==> config.mk <==
export PLATFORM = sky130hd
export DESIGN_NAME = rx_idle_timeout
export DESIGN_NICKNAME = d
export VERILOG_FILES = /design/src/rtl/rx_idle_timeout.sv
export SDC_FILE = /design/constraint.sdc
export NUM_CORES = 1
export LEC_CHECK = 0
export BUFFER_PORTS_ARGS = -buffer_cell sky130_fd_sc_hd__buf_2
export CAP_MARGIN = 10
export CORE_AREA = 2 2 39 41
export CTS_BUF_LIST = sky130_fd_sc_hd__clkbuf_8 sky130_fd_sc_hd__clkbuf_16
export DETAILED_ROUTE_END_ITERATION = 10
export DIE_AREA = 0 0 41 43
export SYNTH_ARGS = -nofsm -noshare
export SYNTH_HDL_FRONTEND = slang
export SYNTH_SLANG_ARGS = --single-unit
==> constraint.sdc <==
create_clock -name clk -period 1.4 [get_ports clk]
set_input_delay 0.07 -clock clk [delete_from_list [all_inputs] [get_ports clk]]
set_output_delay 0.07 -clock clk [all_outputs]
set_load 0.02 [all_outputs]
==> src/rtl/rx_idle_timeout.sv <==
module rx_idle_timeout #(
  parameter int THRESH   = 32,
  parameter bit ONE_DEEP = 1'b0
) (
  input  logic clk,
  input  logic rst_n,
  input  logic bit_tick,
  input  logic rx_char,
  input  logic fifo_empty,
  input  logic fifo_rd,
  input  logic to_clr,
  output logic timeout_o
);
  localparam int CW = $clog2(THRESH + 1);
  localparam logic [CW-1:0] LAST = CW'(THRESH - 1);
  localparam logic [CW-1:0] TOP  = CW'(THRESH);

  logic [CW-1:0] cnt;
  logic          flag;

  wire drain   = fifo_empty | (ONE_DEEP & fifo_rd);
  wire restart = drain | to_clr | rx_char;
  wire hit     = bit_tick & ~restart & (cnt == LAST);

  always_ff @(posedge clk) begin
    if (!rst_n)                       cnt <= '0;
    else if (restart)                 cnt <= '0;
    else if (bit_tick && cnt != TOP)  cnt <= cnt + 1'b1;
  end

  always_ff @(posedge clk) begin
    if (!rst_n)               flag <= 1'b0;
    else if (drain || to_clr) flag <= 1'b0;
    else if (hit)             flag <= 1'b1;
  end

  assign timeout_o = flag;
endmodule

Word level (Yosys, flattened, before mapping)

Index checks and enable logic that the tools add are counted.

Bits in registers: 7
Input port bits: 7
Output and inout port bits: 1
Logic and storage cells: 15

Add/subtract/negate cells: 1
Eq/ne operators: 2
Bitwise gates (word level): 6
Reductions and logical operators: 4

Operators by type and width:

| kind                                                                  | number |
|---|---|
| 6-bit by 1-bit adder with 6-bit output, second input constant         | 1 |
| 6-bit by 5-bit equality test with 1-bit output, second input constant | 1 |
| 6-bit inequality test, second input constant                          | 1 |
| 2-bit OR reduction                                                    | 2 |
| 1-bit bitwise AND                                                     | 2 |
| 1-bit NOT                                                             | 2 |
| 1-bit OR                                                              | 2 |
| 1-bit logical AND                                                     | 1 |
| 1-bit logical OR                                                      | 1 |

Logic depth before layout (Yosys ltp)

Depth after elaboration: 5
Mapped depth: 4

Worst setup path before layout

Ideal clock, no wire load.

Path type: register to register
From: register cnt[0]
To: register cnt[0]
Arrival time: 1.020 ns
Data required time: 1.328 ns
Path slack: 0.308 ns
Stages on the path, launching flop included: 5
Path buffers: 0
Clock period less this slack: 1.092 ns
Path through: dfxtp_1 > inv_1 > ha_1 > a21boi_1 > mux2i_1

Word-level cells in the longest chain between the ends: 2

Ends and longest elaborated chain:

| item                                                                           | line | source |
|---|---|---|
| start, declared                                                                | 18   | `logic [CW-1:0] cnt;` |
| start signal, assigned                                                         | 28   | `else if (bit_tick && cnt != TOP) cnt <= cnt + 1'b1;` |
| branches (longest 2 deep; another with 6-bit by 1-bit adder with 6-bit output) | -    |  |

Several ways; the timed one is not identified.
A chain may end at the register's enable or synchronous reset.

Worst setup path in the final report

From: register cnt[0]
To: register cnt[1]

The elaborated chain is that of the path after synthesis.

==> impl_metrics.py <==
metrics = {
    "status": {
        "outcome": "finished clean",
    },
    "detailed_routing": {
        "vias": 299,
        "drtAntennaViolNets": 0,
        "detail_route.wl_per_cell_um": 10.56,
        "firstDrtPassIters": 2,
        "post_drt_via_cell_ratio": 4.672,
        "detail_route.iter0.violations": 1,
        "drc_errors": 0,
        "wl_um": 676,
    },
    "clocking": {
        "cts_sinks": 7,
        "cts_resized": 0,
        "cts.htree.levels": 1,
        "holdBufCountCts": 0,
        "path_clk_slew_ns": 0.04,
        "cts_tree": "yes",
        "clockBufferDepth": 2,
        "post_cts_buffers": 0,
        "tritoncts.num_buffers": 3,
        "clk_root_buffer_cell": "sky130_fd_sc_hd__clkbuf_8",
        "clock_insertion_delay_worst_skew_ns": 0.23,
    },
    "sta": {
        "fin_setup_tns_ns": 0,
        "hold_slack_ns": 0.1003,
        "fin_crit_sh_pct": 88.03,
        "rsz_0062_raised_after_global_routing": "no",
        "setup_viol_count_final": 0,
        "relSlewSlack_pct": 73.15,
        "report.final.slew_viol_count": 0,
        "timing_worst_slew_pin_value_ns": 0.4018,
        "finalHoldViolations": 0,
        "timing.fmax_mhz": 811.4,
        "period_minus_ws_final_ns": 1.232,
        "final.setup_skew_ns": 0.002377,
    },
    "pwr": {
        "power.share.switching_pct": 19.68,
        "vdd.ir_drop.worst_uv": 356.7,
        "intPower_uw": 400.3,
        "power_leakage_uw": 0.0001813,
        "power_frac_comb_pct": 4.2,
        "seqPwrFrac_pct": 40.4,
        "powerDensity_nw_per_um2": 1091,
        "clock_power_share_pct": 55.4,
        "p_total_uw": 498.3,
        "switching_power_uw": 98.04,
    },
    "setup_path": {
        "crit_path_max_incr_delay_ns": 0.39,
        "worstPathMaxFanout": 5,
        "timing.critical_path.slowest_stage_cell": "sky130_fd_sc_hd__dfxtp_1",
        "worstSetupEndpointType": "flip-flop",
        "cp.required_ns": 1.55,
        "crit_chain": "inv_1 > ha_1 > a21boi_1 > mux2i_1",
        "setup_crit_start_kind": "flip-flop",
        "criticalPathCategory": "flip-flop to flip-flop",
        "worst_ep_arrival_time_ns": 1.39,
    },
    "flow_run": {
        "drv_cap": 0,
    },
    "cells_and_area": {
        "final_cell_count_no_fill": 64,
        "final_layout_net_count": 58,
        "antenna_cells_inserted": 0,
        "synthToLayoutAreaGrowth_pct": 26.30,
        "final_standard_cell_utilization_of_the_core_pct": 33.00,
        "drive_gt1_share_pct": 25.00,
        "layout.filler_cells": 147,
    },
    "synth": {
        "library_cells_used_by_synthesis": 19,
        "synthCells": 38,
        "synth_largest_type_area_fraction_pct": 38.75,
        "syn_avg_cell_area_um2": 9.516,
        "yosysSeqAreaShare_pct": 38.75,
        "syn-num-nets": 47,
        "synth_warnings": 0,
        "synth_ff_type": "sky130_fd_sc_hd__dfxtp_1",
        "synth_top_cells_by_area": "sky130_fd_sc_hd__dfxtp_1, sky130_fd_sc_hd__nor4b_2, sky130_fd_sc_hd__xor2_1, sky130_fd_sc_hd__ha_1, sky130_fd_sc_hd__mux2i_1",
        "post_synth_instance_area_um2": 361.6,
        "ys_ff_latch": 7,
        "fraction_of_synthesis_flops_using_an_asynchronous_set_or_reset_pin_pct": 0,
        "yosysMostFrequentCell": "sky130_fd_sc_hd__dfxtp_1",
        "synth_top_area_cell": "sky130_fd_sc_hd__dfxtp_1",
        "post_synth_most_frequent_cells": "sky130_fd_sc_hd__dfxtp_1, sky130_fd_sc_hd__nand2_1, sky130_fd_sc_hd__nor2_1, sky130_fd_sc_hd__xor2_1",
        "synth_edf_count": 0,
    },
    "floorplan": {
        "floorplan.die_area_um2": 1763,
        "die-width_um": 41,
        "boundaryPins": 8,
        "core_region_area_um2": 1384,
        "floorplan.initialDensity_pct": 26.13,
        "core.rowCount": 14,
        "die_height_um": 43,
    },
    "global_routing": {
        "largest_net_degree_at_the_start_of_global_routing": 6,
        "number_of_global_route_vias_before_repair": 263,
        "grt_first_pass_wirelength_um": 986,
        "total_routing_resource_utilization_after_global_routing_pct": 8.617,
        "antenna_found_initial": 0,
        "grt-ovfl-total": 0,
    },
    "place": {
        "numPortBuffers": 6,
        "routabilityCongestion": 0.6702,
        "hpwl_um": 523.1,
        "place.detailed.instances": 60,
    },
    "worst_hold_path": {
        "timing.hold.worst.class": "input pin to flip-flop",
    },
}
-- worst max-delay path: cells and delay by family, from the launching register on --
| kind | cells | cell delay (ns) |
|---|---|---|
| compound gates | 1 | 0.26 |
| fa+ha+maj | 1 | 0.21 |
| mux | 1 | 0.22 |
| buf+inv | 1 | 0.08 |
| flops | 1 | 0.39 |
-- flip-flops by register name, indices dropped and copies added (netlist names) --
register   cells
cnt            6
timeout_o      1
-- kinds of logic (layout without fill, tap and decap cells) --
kind of cell    Yosys count  count (layout)  share of synthesized area [%]
compound gates            5               5                          9.688
xor+xnor                  3               3                          7.268
fa+ha+maj                 2               2                          6.919
buf+inv                   2              12                          2.077
flops                     7               7                          38.75
mux                       2               2                          5.537
simple gates             17              17                          29.76
-- worst paths after layout --
check	depth (start not counted)	startpoint	slack, ns	to
worst max-delay path	4	cnt[0]	0.17	cnt[1]
worst min-delay path	2	rst_n	0.10	timeout_o
worst max register to register	4	cnt[0]	0.17	cnt[1]
worst min register to register	1	timeout_o	0.49	timeout_o
-- layout make-up --
type / instances / area, µm² / area share [%]
Multi-Input combinational cell: 29 / 214.0 / 46.85
Inverter: 2 / 7.507 / 1.644
Timing Repair Buffer: 6 / 30.03 / 6.575
Tap cell: 16 / 20.02 / 4.384
Clock buffer: 3 / 41.29 / 9.041
Clock inverter: 1 / 3.754 / 0.8219
Sequential cell: 7 / 140.1 / 30.68
-- metal layers --
metal	global-route usage, %	wire [µm]	vias to the layer above
met5	0	0	-
met4	6.000	15	0
met3	4.712	17	2
met2	13.13	328	2
met1	8.307	314	139
li1	-	-	156
-- power by group through the flow --
| stage | clock network, µW | logic (µW) | registers, µW |
|---|---|---|---|
| 3_3_place_gp | 0 | 20.4 | 205 |
| 4_1_cts | 286 | 21.1 | 201 |
| 6_report | 276 | 20.7 | 202 |
| 2_1_floorplan | 0 | 8.62 | 205 |
| 3_5_place_dp | 0 | 21.0 | 205 |
| 5_1_grt | 295 | 22.3 | 201 |
-- placed cells by master (no fill, tap or decap), drive strengths merged --
master / instances
dfxtp: 7
buf: 6
nand2: 5
inv: 3
nor2: 3
xor2: 3
clkbuf: 3
nor4b: 2
mux2i: 2
nand4: 2
ha: 2
nand3: 2
a21boi: 1
nand3b: 1
o21ai: 1
or3: 1
a21oi: 1
nor4: 1
o211a: 1
a211oi: 1
-- per-stage QoR --
step                setup slack, ns  area (µm²)
global placement             0.2152       411.6
finish                       0.1676       456.7
CTS                          0.1337       456.7
floorplan                    0.3079       361.6
detailed placement           0.1430       411.6
global route                0.08640       456.7
Power figures use the tool's default switching activity.
